## src/rtl/sema_pkg.sv

```systemverilog
package sema_pkg;
  // width of a port index for n ports (never below one bit)
  function automatic int unsigned idx_width(input int unsigned n);
    return (n > 1) ? $clog2(n) : 1;
  endfunction
endpackage

```

## src/rtl/sema_port_decode.sv

```systemverilog
module sema_port_decode #(
  parameter int unsigned ADDR_W    = 4,
  parameter int unsigned LOCK_ADDR = 8
) (
  input  logic              en,
  input  logic              wr,
  input  logic [ADDR_W-1:0] addr,
  input  logic              wbit,
  output logic              lock_rd,
  output logic              plain_rd,
  output logic              rel_req
);
  logic hit;

  assign hit      = (addr == ADDR_W'(LOCK_ADDR));
  assign lock_rd  = en & ~wr & hit;
  assign plain_rd = en & ~wr & ~hit;
  assign rel_req  = en & wr & hit & wbit;
endmodule

```

## src/rtl/sema_prio_pick.sv

```systemverilog
module sema_prio_pick #(
  parameter int unsigned N     = 4,
  parameter int unsigned IDX_W = 2
) (
  input  logic [N-1:0]     req,
  output logic [N-1:0]     grant,
  output logic [IDX_W-1:0] idx,
  output logic             any
);
  // scan from the top down so the lowest requester is the last to overwrite
  always_comb begin
    grant = '0;
    idx   = '0;
    any   = 1'b0;
    for (int i = int'(N) - 1; i >= 0; i--) begin
      if (req[i]) begin
        grant    = '0;
        grant[i] = 1'b1;
        idx      = IDX_W'(i);
        any      = 1'b1;
      end
    end
  end
endmodule

```

## src/rtl/sema_lock_state.sv

```systemverilog
module sema_lock_state #(
  parameter int unsigned IDX_W = 2
) (
  input  logic             clk,
  input  logic             rst_n,
  input  logic             claim_any,
  input  logic [IDX_W-1:0] claim_idx,
  input  logic             release_any,
  output logic             held,
  output logic [IDX_W-1:0] owner
);
  // a claim can only land on a free lock, a release only on a held one
  always_ff @(posedge clk or negedge rst_n) begin
    if (!rst_n) begin
      held  <= 1'b0;
      owner <= '0;
    end else if (held) begin
      if (release_any) begin
        held  <= 1'b0;
        owner <= '0;
      end
    end else if (claim_any) begin
      held  <= 1'b1;
      owner <= claim_idx;
    end
  end
endmodule

```

## src/rtl/sema_lock.sv

```systemverilog
module sema_lock
  import sema_pkg::*;
#(
  parameter int unsigned N_PORTS   = 4,
  parameter int unsigned ADDR_W    = 4,
  parameter int unsigned DATA_W    = 8,
  parameter int unsigned LOCK_ADDR = 8,
  localparam int unsigned IDX_W    = idx_width(N_PORTS)
) (
  input  logic                           clk,
  input  logic                           rst_n,
  input  logic [N_PORTS-1:0]             acc_en,
  input  logic [N_PORTS-1:0]             acc_wr,
  input  logic [N_PORTS-1:0][ADDR_W-1:0] acc_addr,
  input  logic [N_PORTS-1:0]             acc_wbit,
  output logic [N_PORTS-1:0]             rd_valid,
  output logic [N_PORTS-1:0][DATA_W-1:0] rd_data,
  output logic                           lock_held,
  output logic [IDX_W-1:0]               lock_owner
);
  logic [N_PORTS-1:0] lock_rd;
  logic [N_PORTS-1:0] plain_rd;
  logic [N_PORTS-1:0] rel_req;
  logic [N_PORTS-1:0] grant;
  logic [IDX_W-1:0]   win_idx;
  logic               win_any;
  logic               claim_any;

  for (genvar g = 0; g < N_PORTS; g++) begin : g_port
    sema_port_decode #(
      .ADDR_W   (ADDR_W),
      .LOCK_ADDR(LOCK_ADDR)
    ) u_dec (
      .en      (acc_en[g]),
      .wr      (acc_wr[g]),
      .addr    (acc_addr[g]),
      .wbit    (acc_wbit[g]),
      .lock_rd (lock_rd[g]),
      .plain_rd(plain_rd[g]),
      .rel_req (rel_req[g])
    );
  end

  sema_prio_pick #(
    .N    (N_PORTS),
    .IDX_W(IDX_W)
  ) u_pick (
    .req  (lock_rd),
    .grant(grant),
    .idx  (win_idx),
    .any  (win_any)
  );

  assign claim_any = win_any & ~lock_held;

  sema_lock_state #(
    .IDX_W(IDX_W)
  ) u_state (
    .clk        (clk),
    .rst_n      (rst_n),
    .claim_any  (claim_any),
    .claim_idx  (win_idx),
    .release_any(|rel_req),
    .held       (lock_held),
    .owner      (lock_owner)
  );

  // read replies: 0 only for the single winner of a free lock
  logic [N_PORTS-1:0]             nxt_valid;
  logic [N_PORTS-1:0][DATA_W-1:0] nxt_data;

  always_comb begin
    for (int i = 0; i < int'(N_PORTS); i++) begin
      nxt_valid[i]   = lock_rd[i] | plain_rd[i];
      nxt_data[i]    = '0;
      nxt_data[i][0] = lock_rd[i] & (lock_held | ~grant[i]);
    end
  end

  always_ff @(posedge clk or negedge rst_n) begin
    if (!rst_n) begin
      rd_valid <= '0;
      rd_data  <= '0;
    end else begin
      rd_valid <= nxt_valid;
      rd_data  <= nxt_data;
    end
  end
endmodule

```

## config.mk

```make
export PLATFORM = sky130hd
export DESIGN_NAME = sema_lock
export DESIGN_NICKNAME = d
export VERILOG_FILES = /design/src/rtl/sema_pkg.sv /design/src/rtl/sema_port_decode.sv /design/src/rtl/sema_prio_pick.sv /design/src/rtl/sema_lock_state.sv /design/src/rtl/sema_lock.sv
export SDC_FILE = /design/constraint.sdc
export NUM_CORES = 1
export LEC_CHECK = 0
export BUFFER_PORTS_ARGS = -buffer_cell sky130_fd_sc_hd__buf_4
export CORE_MARGIN = 8
export CORE_UTILIZATION = 42
export CTS_CLUSTER_DIAMETER = 80
export DETAILED_ROUTE_END_ITERATION = 10
export PLACE_DENSITY_LB_ADDON = 0.12
export SLEW_MARGIN = 20
export SYNTH_ARGS = -nofsm -noshare
export SYNTH_HDL_FRONTEND = slang
export SYNTH_HIERARCHICAL = 1
export SYNTH_SLANG_ARGS = --single-unit
```

## constraint.sdc

```tcl
create_clock -name clk -period 2.6 [get_ports clk]
set_input_delay 0.26 -clock clk [delete_from_list [all_inputs] [get_ports clk]]
set_output_delay 0.26 -clock clk [all_outputs]
set_load 0.1 [all_outputs]
```

==> summary.md <==
| Metric | Value |
|---|---|
| Max-cap check violation count | `0` |
| CTS tree | `done` |
| Crit-path max FO | `8` |
| Post-synth top area share | `0.310` |
| Min Clock Period, post-route | `1530 ps` |
| Drt pass-1 iters | `3` |
| Die H | `62.0 um` |
| Critical path arrival | `1680 ps` |
| Top-count cell post-synth | `buf_4` |
| Share of layout cells above drive strength 1 | `0.453` |
| Drt initial violations | `7` |
| Setup bufs post-CTS | `0` |
| Largest net degree at the start of global routing | `12` |
| Detailed placer's ending HPWL | `1680 um` |
| Async set-reset flop share out of synthesis | `1.00` |
| Worst Setup End Kind | `flip-flop` |
| Post-synth cell types | `22` |
| Crit path kind | `in -> reg` |
| VDD IR max | `0.000392 V` |
| Global-route wire length before repair | `2800 um` |
| Layout Skew | `4.45 ps` |
| Die Wd | `62.0 um` |
| Synth area leaders | `dfrtp_1, buf_4, nor4b_4` |
| Synth Area per Inst | `10.4 um2` |
| Top_reg_cell synth | `dfrtp_1` |
| # IOs | `69` |
| Initial antenna violation count | `0` |
| Fmax | `652 MHz` |
| Core Box Area | `0.00198 mm2` |
| CTS Sinks | `11` |
| GRT Util Overall | `0.0961` |
| Die area | `0.00384 mm2` |
| Fill count | `186` |
| Row count | `16` |
| Slew Viols, Final | `0` |
| Worst hold path type | `in -> async` |
| Setup crit start kind | `input pin` |
| Leak pwr | `0.625 nW` |
| Cell area after layout | `0.00114 mm2` |
| WL final | `1820 um` |
| Diodes inserted | `0` |
| Total gr overflow | `0` |
| Final Hold Vio Count | `0` |
| Reg clk slew, reported paths | `60 ps` |
| Count of final setup violators | `0` |
| WP data required | `2740 ps` |
| CP max-delay cell | `and3b_2` |
| Worst Path Buf+Inv | `1` |
| Commonest cells post-synth | `buf_4, dfrtp_1` |
| CTS H-tree lvls | `1` |
| CTS max path bufs | `2` |
| Pwr Density | `719 mW/mm2` |
| Sequential element share of the synthesized area | `0.310` |
| Port Buffers | `40` |
| Critical path's top delay family | `simple AND/OR/NAND/NOR gates` |
| Final ANT Viol Nets | `0` |
| Worst-skew pair later-pin latency | `260 ps` |
| Synth warn | `6` |
| Clock Tree Root | `clkbuf_4` |
| Period utilisation layout | `0.590` |
| TNS Setup | `0 ps` |
| Register bit total from synthesis | `11` |
| Unrepaired setup endpoints after global routing | `no` |
| DRC | `0` |
| Via/cell ratio | `4.21` |
| Outcome | `completed` |
| DR vias | `652` |
| Cell taking the most area after synthesis | `dfrtp_1` |
| Mapped Area | `887 um2` |
| Gpl congestion | `0.702` |
| CP cell instances | `buf_4 -> nor4b_4 -> and3b_2 -> nor2_1 -> nand2_1 -> nor2b_1 -> mux2i_1 -> o2bb2ai_1` |
| Area after DPL | `0.00110 mm2` |
| Avg WL per Cell | `11.7 um` |
| Starting Density | `0.448` |
| Clock buffer count from CTS | `3` |
| Post-synthesis instance total | `85` |
| Max stage delay on crit path | `300 ps` |
| Area Growth Syn to Fin | `28.6%` |
| Number of global-route vias before repair | `680` |
| EDFF count, synth | `0` |
| Fin nets | `159` |
## power breakdown
| part | internal [mW] | leakage [nW] | total (mW) | switching (mW) |
|---|---|---|---|---|
| combinational | 0.0976 | 0.463 | 0.497 | 0.399 |
| clock | 0.0590 | 0.0150 | 0.106 | 0.0471 |
| sequential | 0.194 | 0.147 | 0.218 | 0.0242 |
## flip-flops by register name, summed over array words and instances, names as in the netlist
name           cells
rd_valid           4
u_state/owner      2
u_state/held       1
rd_data            4
## logic make-up after synthesis
logic type             share of synthesized area
DFF                                        0.310
other                                    0.00423
AOI/OAI and AO/OA                         0.0691
buffers and inverters                      0.258
and+or+nand+nor                            0.336
muxes                                     0.0226
## per-stage QoR
stage	std cells	hold WS, ps	util	power, mW	worst slack, ps
after global placement	150	95.1	0.557	0.715	824
after detailed placement	150	92.4	0.557	0.716	807
final	155	364	0.576	0.821	1070
after floorplan	112	-35.6	-	0.652	989
after global routing	155	375	0.576	0.857	894
after CTS	155	369	0.576	0.826	1070
## layout by cell type (no fill, tap or decap), types with 4 or more instances in the layout
cell      Yosys  final
or2_2         4      4
and4_1        4      4
and3b_2       4      4
nor4b_4       4      4
nor3b_1       4      4
a21boi_0      4      4
conb_1        1     28
buf_4        29     40
dfrtp_1      11     11
## routing by layer
layer,part of all wire,GRT usage,vias to the layer above,wire [um]
met5,0,0,-,0
met3,0.12,0.0247,4,210
met4,0.016,0.0487,0,29
li1,-,-,323,-
met2,0.48,0.162,41,881
met1,0.38,0.109,284,699
## what timing repair did
action / in CTS / in global routing
hold buffers: 1 / 0
hold endpoints to repair: 11 / 0
gates resized for setup: 0 / 0
endpoints found under the setup margin: 0 / 0
## cell type report
type                            instances  area (um2)  area share
Inverter                                3        11.3     0.00987
Clock buffer                            4        26.3      0.0230
Sequential cell                        11         275       0.241
Tap cell                               27        33.8      0.0296
Timing Repair Buffer                   41         310       0.272
Multi-Input combinational cell         69         484       0.424
## final timing paths
| kind | startpoint | to | slack [ps] | cells after the start |
|---|---|---|---|---|
| max in group asynchronous | rst_n | rd_data[0]$_DFF_PN0_ | 2100 | 2 |
| min reg2reg | u_state/owner[0]$_DFFE_PN0P_ | u_state/owner[0]$_DFFE_PN0P_ | 520 | 1 |
| min | rst_n | rd_data[8]$_DFF_PN0_ | 360 | 2 |
| min in group clk | acc_en[1] | rd_valid[1]$_DFF_PN0_ | 400 | 3 |
| max | acc_addr[2] | u_state/owner[1]$_DFFE_PN0P_ | 1070 | 8 |
| max reg2reg | u_state/held$_DFF_PN0_ | u_state/owner[1]$_DFFE_PN0P_ | 1440 | 3 |
Note: power is estimated with default switching activity, not from simulation.
